--- src/rtl/prio_irq_ctrl.sv ---
`timescale 1ns/1ps
module prio_irq_ctrl #(
  parameter int NSRC = 31,
  localparam int VW = $clog2(NSRC + 1),
  localparam int DW = NSRC + 1
) (
  input  logic            clk,
  input  logic            rst_n,
  input  logic [NSRC:1]   src_req,
  input  logic            reg_wr,
  input  logic [1:0]      reg_addr,
  input  logic [NSRC:1]   reg_wdata,
  output logic [DW-1:0]   reg_rdata,
  output logic            irq,
  output logic [VW-1:0]   irq_vec,
  input  logic            irq_ack,
  output logic [VW-1:0]   ack_vec
);

  logic [NSRC:1] en_q, mode_q, lat_q, prev_q;
  logic [NSRC:1] mode_d, clr, edge_hit, pend, act;

  assign mode_d   = (reg_wr && reg_addr == 2'd1) ? reg_wdata : mode_q;
  assign clr      = (reg_wr && reg_addr == 2'd3) ? reg_wdata : '0;
  assign edge_hit = src_req & ~prev_q & mode_q;
  assign pend     = (mode_q & lat_q) | (~mode_q & src_req);
  assign act      = pend & en_q;
  assign irq      = |act;

  always_ff @(posedge clk) begin
    if (!rst_n) begin
      en_q    <= '0;
      mode_q  <= '0;
      lat_q   <= '0;
      prev_q  <= '0;
      ack_vec <= '0;
    end else begin
      if (reg_wr && reg_addr == 2'd0) en_q <= reg_wdata;
      mode_q <= mode_d;
      lat_q  <= ((lat_q & ~clr) | edge_hit) & mode_d;
      prev_q <= src_req;
      if (irq_ack) ack_vec <= irq_vec;
    end
  end

  always_comb begin
    irq_vec = '0;
    for (int i = NSRC; i >= 1; i--)
      if (act[i]) irq_vec = VW'(i);
  end

  always_comb begin
    case (reg_addr)
      2'd0:    reg_rdata = {en_q, 1'b0};
      2'd1:    reg_rdata = {mode_q, 1'b0};
      2'd2:    reg_rdata = {pend, 1'b0};
      default: reg_rdata = '0;
    endcase
  end

  logic [DW-1:0] act0;
  assign act0 = {act, 1'b0};

  a_r2_idle_vec_zero: assert property (@(posedge clk) disable iff (!rst_n)
    !irq |-> irq_vec == '0);
  a_r7_winner_active: assert property (@(posedge clk) disable iff (!rst_n)
    irq |-> (irq_vec != '0 && act0[irq_vec]));
  a_r7_no_lower_winner: assert property (@(posedge clk) disable iff (!rst_n)
    irq |-> ((act0 & ((DW'(1) << irq_vec) - DW'(1))) == '0));
  a_r4_clear_drops: assert property (@(posedge clk) disable iff (!rst_n)
    (reg_wr && reg_addr == 2'd3) |=> ((lat_q & $past(reg_wdata) & ~$past(edge_hit)) == '0));
  a_r5_level_no_latch: assert property (@(posedge clk) disable iff (!rst_n)
    (lat_q & ~mode_q) == '0);
  a_r8_ack_capture: assert property (@(posedge clk) disable iff (!rst_n)
    irq_ack |=> ack_vec == $past(irq_vec));
  a_r8_ack_hold: assert property (@(posedge clk) disable iff (!rst_n)
    !irq_ack |=> $stable(ack_vec));

endmodule

--- config.mk ---
export PLATFORM = sky130hd
export DESIGN_NAME = prio_irq_ctrl
export DESIGN_NICKNAME = d
export VERILOG_FILES = /design/src/rtl/prio_irq_ctrl.sv
export SDC_FILE = /design/constraint.sdc
export NUM_CORES = 1
export LEC_CHECK = 0
export BUFFER_PORTS_ARGS = -buffer_cell sky130_fd_sc_hd__buf_2
export CAP_MARGIN = 15
export CORE_ASPECT_RATIO = 1.25
export CORE_MARGIN = 1.5
export CORE_UTILIZATION = 55
export DETAILED_ROUTE_END_ITERATION = 6
export GPL_ROUTABILITY_DRIVEN = 0
export PLACE_DENSITY = 0.79
export SYNTH_ARGS = -nofsm -noshare
export SYNTH_HDL_FRONTEND = slang
export SYNTH_SLANG_ARGS = --single-unit
--- constraint.sdc ---
create_clock -name clk -period 2.66 [get_ports clk]
set_clock_uncertainty 0.1 [all_clocks]
set_input_delay 0.532 -clock clk [delete_from_list [all_inputs] [get_ports clk]]
set_output_delay 0.532 -clock clk [all_outputs]
set_load 0.03 [all_outputs]
=== Word-level counts from Yosys, hierarchy flattened ===
Cells that the tools add are included.

* Multiplexer cells: 34
* Equal/unequal tests: 3
* Reduce and logical (&&, ||, !) cells: 5
* Bitwise logic cells: 12

{| class="wikitable"
|+ Operators by type and width
! kind !! number
|-
| $and A31 B31 Y31 || 7
|-
| $mux W5 || 31
|-
| $pmux W32 S3 || 1
|-
| $not A31 Y31 || 3
|-
| $mux W31 || 2
|-
| $or A31 B31 Y31 || 2
|-
| $reduce_or A31 Y1 || 1
|-
| $eq A2 B2 Y1 const B || 2
|-
| $logic_and A1 B1 Y1 || 3
|-
| $eq A2 B1 Y1 const B || 1
|-
| $logic_not A2 Y1 || 1
|}

* Register bits: 129
* Output and inout bits: 43
* Input port bits: 68
* Word-level logic and storage cells: 59

=== Longest topological paths before layout ===
* Depth after elaboration: 35
* Gate-level depth with buffers: 8
* Gate-level depth less buffers: 6

=== Worst setup path after synthesis ===
OpenSTA, ideal clock, no wires.

* Path type: in2out
* From: input reg_addr[1]
* To: output reg_rdata[10]
* Setup slack: 0.006 ns
* Data required time: 2.028 ns
* Stages on the path: 4
* Buffers on the path: 2
* Arrival time: 2.022 ns
* Cells stage by stage: buf_2 -> buf_1 -> mux2i_1 -> o21ai_0

* Longest elaborated chain between the ends: 2
* Elaborated cells on any way between the ends: 4
* Classes of those cells: eq/ne (2); mux (1); reduce/logical (1)

{| class="wikitable"
|+ RTL lines
! what !! RTL line !! text
|-
| start: declaration || 11 || <nowiki>input logic [1:0] reg_addr,</nowiki>
|-
| $eq A2 B2 Y1, or another cell as far along || 53 || <nowiki>case (reg_addr)</nowiki>
|-
| $pmux W32 S3 (*) || 53 ||
|-
| end: declaration || 13 || <nowiki>output logic [DW-1:0] reg_rdata,</nowiki>
|}

Every way passes the cells marked *; elsewhere a longest branch is shown, timed or not.

=== Final worst setup path ===
* From: register mode_q[9] in the netlist's numbering
* To: output irq_vec[0]

* Longest elaborated chain between the ends: 13
* Elaborated cells on any way between the ends: 14
* Classes of those cells: mux (9); bitwise (5)

{| class="wikitable"
|+ RTL lines
! what !! RTL line !! text
|-
| start: declaration || 20 || <nowiki>logic [NSRC:1] en_q, mode_q, lat_q, prev_q;</nowiki>
|-
| start signal: assignment || 39 || <nowiki>mode_q <= mode_d;</nowiki>
|-
| $not A31 Y31 || 26 || <nowiki>assign pend = (mode_q & lat_q) | (~mode_q & src_req);</nowiki>
|-
| $and A31 B31 Y31 || 26 ||
|-
| $or A31 B31 Y31 (*) || 26 ||
|-
| $and A31 B31 Y31 (*) || 27 || <nowiki>assign act = pend & en_q;</nowiki>
|-
| $mux W5 (*) (9 in series) || 49 || <nowiki>if (act[i]) irq_vec = VW'(i);</nowiki>
|-
| end: declaration || 15 || <nowiki>output logic [VW-1:0] irq_vec,</nowiki>
|}

Marks and branches as above.

==> summary.md <==
| Metric | Value |
|---|---|
| Worst skew pair latency | 0.42 ns |
| Fin. Hold Viols | 0 |
| GRT Total Usage | 28.7% |
| Max rail drop VDD | between 0.4 and 0.5 mV |
| Setup slack after layout | -0.126 ns |
| Flops & latches, synth | 129 |
| Crit Path Class | flip-flop to output pin |
| Share of cells above drive strength 1 | ~28% |
| Asr flop ratio synth | 0% |
| Power Total | between 5 and 6 mW |
| Routed vias | approximately 6000 |
| Largest net degree at the start of global routing | between 60 and 70 |
| TritonCTS clock tree | yes |
| Worst Path Required | approximately 2.0 ns |
| DR vias/cell | between 5 and 6 |
| Vias in the first global route | roughly 5800 |
| Clk sinks | ~130 |
| Most frequent cells in the layout | nand2_1, dfxtp_1, buf_2 |
| WL/cell | 16.2 microns |
| Die area | around 0.012 sq mm |
| Ant. Diodes | 0 |
| TritonRoute pass-1 iters | 6 |
| Clock slew at reported path FFs | 0.06 ns |
| Mapped Cells | 794 |
| Final setup fails | 6 |
| Power Density | about 680 mW/mm^2 |
| PortBufs | between 100 and 150 |
| P_leak | about 3.4 nW |
| Switching power share of the total | between 20% and 30% |
| CP Data Arrival Time | 2.15 ns |
| Clock network power share | ~49% |
| Initial Util | between 50% and 60% |
| Slew margin rel. | between 60 and 70% |
| Commonest non-fill, non-tap cell in the layout | nand2_1 |
| Antenna violations before repair | 0 |
| Fin Hold WS | roughly 0.24 ns |
| Most used DFF post-synth | dfxtp_1 |
| DRT iter0 DRCs | 369 |
| Fmax | ~360 MHz |
| Post-synth EDFFs | 0 |
| Clock Tree Buf Depth | 2 |
| Core Rows | 43 |
| I/O pin total | roughly 110 |
| Power Internal | roughly 4.1 mW |
| CP startpoint kind | flip-flop |
| Die X | 98.5 microns |
| Switching power | between 1 and 1.5 mW |
| Syn nets | between 800 and 900 |
| Final Net Count | 989 |
| Share of the yosys chip area belonging to registers | between 40% and 50% |
| Post-CTS Hold Buffers | 0 |
| Hold WC Path Type | primary input to flip-flop |
| Sequential Power Share | a little under two fifths |
| RSZ-0062 raised after global routing | yes |
| Final Max Tran Viols | 0 |
| Worst slew pin tran | between 0.5 and 0.6 ns |
| TritonCTS Buffers | 17 |
| Post-DP HPWL | 11300 microns |
| Root buffer cell | clkbuf_16 |
| Critical path fanouts, max | 3 |
| Height of the chip | 122 microns |
| Tcrit/Tclk final | 105% |
| Core footprint | approximately 0.011 sq mm |
| Critical path endpoint category | output pin |
| Violated checks | negative setup slack |
| Grt ovf | 0 |
| Max Cap Violations | 0 |
| Min cycle time layout | approximately 2.8 ns |
| Post-synthesis cell type count | between 40 and 50 |
| Drt total wl | around 17000 microns |
| DRC violations left | 0 |
| Number of nets with antenna violations after routing | 0 |
| Cell Area, Synth | between 0.006 and 0.007 sq mm |
| Layout area overhead | 29.7% |
| Syn Area/Cell | around 7.9 sq um |
| Comb power frac | 13.8% |
| # H-tree levels | 4 |
| Status | finished, violations left |
| Ys Warns | 0 |
| TNS Setup | -0.476 ns |
| First-pass GRT wire length | 27400 microns |
| Layout Utilization | approximately 73% |
==> critical path: stages, from the launching register on <==
cell      delay [ns]
dfxtp_2         0.34
mux2_4          0.32
a32o_2          0.28
a221oi_4        0.27
o211ai_1        0.18
and3_4          0.20
buf_6           0.13
==> power by group through the flow <==
stage | Combinational [mW] | Clock, mW | Sequential (mW)
detailed placement | 0.666 | 0 | 2.08
CTS | 0.710 | 2.70 | 2.04
floorplan | 0.406 | 0 | 2.08
global route | 0.808 | 2.79 | 2.05
global placement | 0.660 | 0 | 2.08
finish | 0.757 | 2.69 | 2.04
==> per-stage QoR <==
| stage | setup WS (ns) | std cells | instance area, sq um |
|---|---|---|---|
| floorplan | 0.00645 | 794 | 6260 |
| global placement | -0.0683 | 1030 | 7120 |
| detailed placement | -0.0895 | 1030 | 7120 |
| CTS | -0.141 | 1063 | 7950 |
| global route | -0.216 | 1069 | 8130 |
| finish | -0.126 | 1069 | 8130 |
==> sequential cells by signal, indices dropped and copies added (netlist names) <==
signal	count
prev_q	31
ack_vec	5
lat_q	31
en_q	31
mode_q	31
==> cell type report <==
type,instances,area [sq um]
multi-input combinational,613,3700
fill,853,2960
sequential,129,2610
timing repair buffer,152,940
clock buffer,23,478
clock inverter,9,201
tap,135,169
inverter,8,30.0
==> kinds of logic after synthesis <==
kind of cell	share of synthesized area, %
buffers and inverters	3.32
flip-flops	41.2
other	0.0599
AND/OR/NAND/NOR	26.7
multiplexers	9.45
AO/OA/AOI/OAI	19.2
==> repair_timing <==
item                       in CTS  in global routing
pin swaps                       9                 22
buffers inserted                1                  6
setup endpoints to repair       6                  6
resized for setup              43                 39
==> final timing paths <==
path / start / to / slack [ns] / cells past startpoint
worst min register to register: en_q[13]$_SDFFE_PN0P_ / en_q[13]$_SDFFE_PN0P_ / 0.38 / 2
worst min-delay path: src_req[2] / prev_q[2]$_SDFF_PN0_ / 0.24 / 2
worst max register to register: mode_q[27]$_SDFF_PN0_ / ack_vec[3]$_SDFFE_PN0P_ / 0.64 / 6
worst max-delay path: mode_q[9]$_SDFF_PN0_ / irq_vec[0] / -0.13 / 6
==> metal layers <==
layer  track usage (%)  part of all wire [%]  vias up
li1                  -                     -     2950
met1              33.9                    41     2872
met2              50.5                    50      188
met3              6.09                   5.9       37
met4              12.0                   2.1        0
met5                 0                     0        -
==> synth_stat cells (all sizes together), types with 4 or more instances <==
library cell	count	area, sq um
a21boi	67	503
a21oi	12	60.1
a22oi	10	90.1
a31oi	4	25.0
and2	63	394
buf	10	50.1
clkbuf	34	128
dfxtp	129	2580
inv	8	30.0
mux2	24	282
mux2i	31	310
nand2	245	922
nand3	44	220
nor2	14	52.6
o211ai	4	30.0
o21ai	66	330
Note: power is estimated with default switching activity, not from simulation.
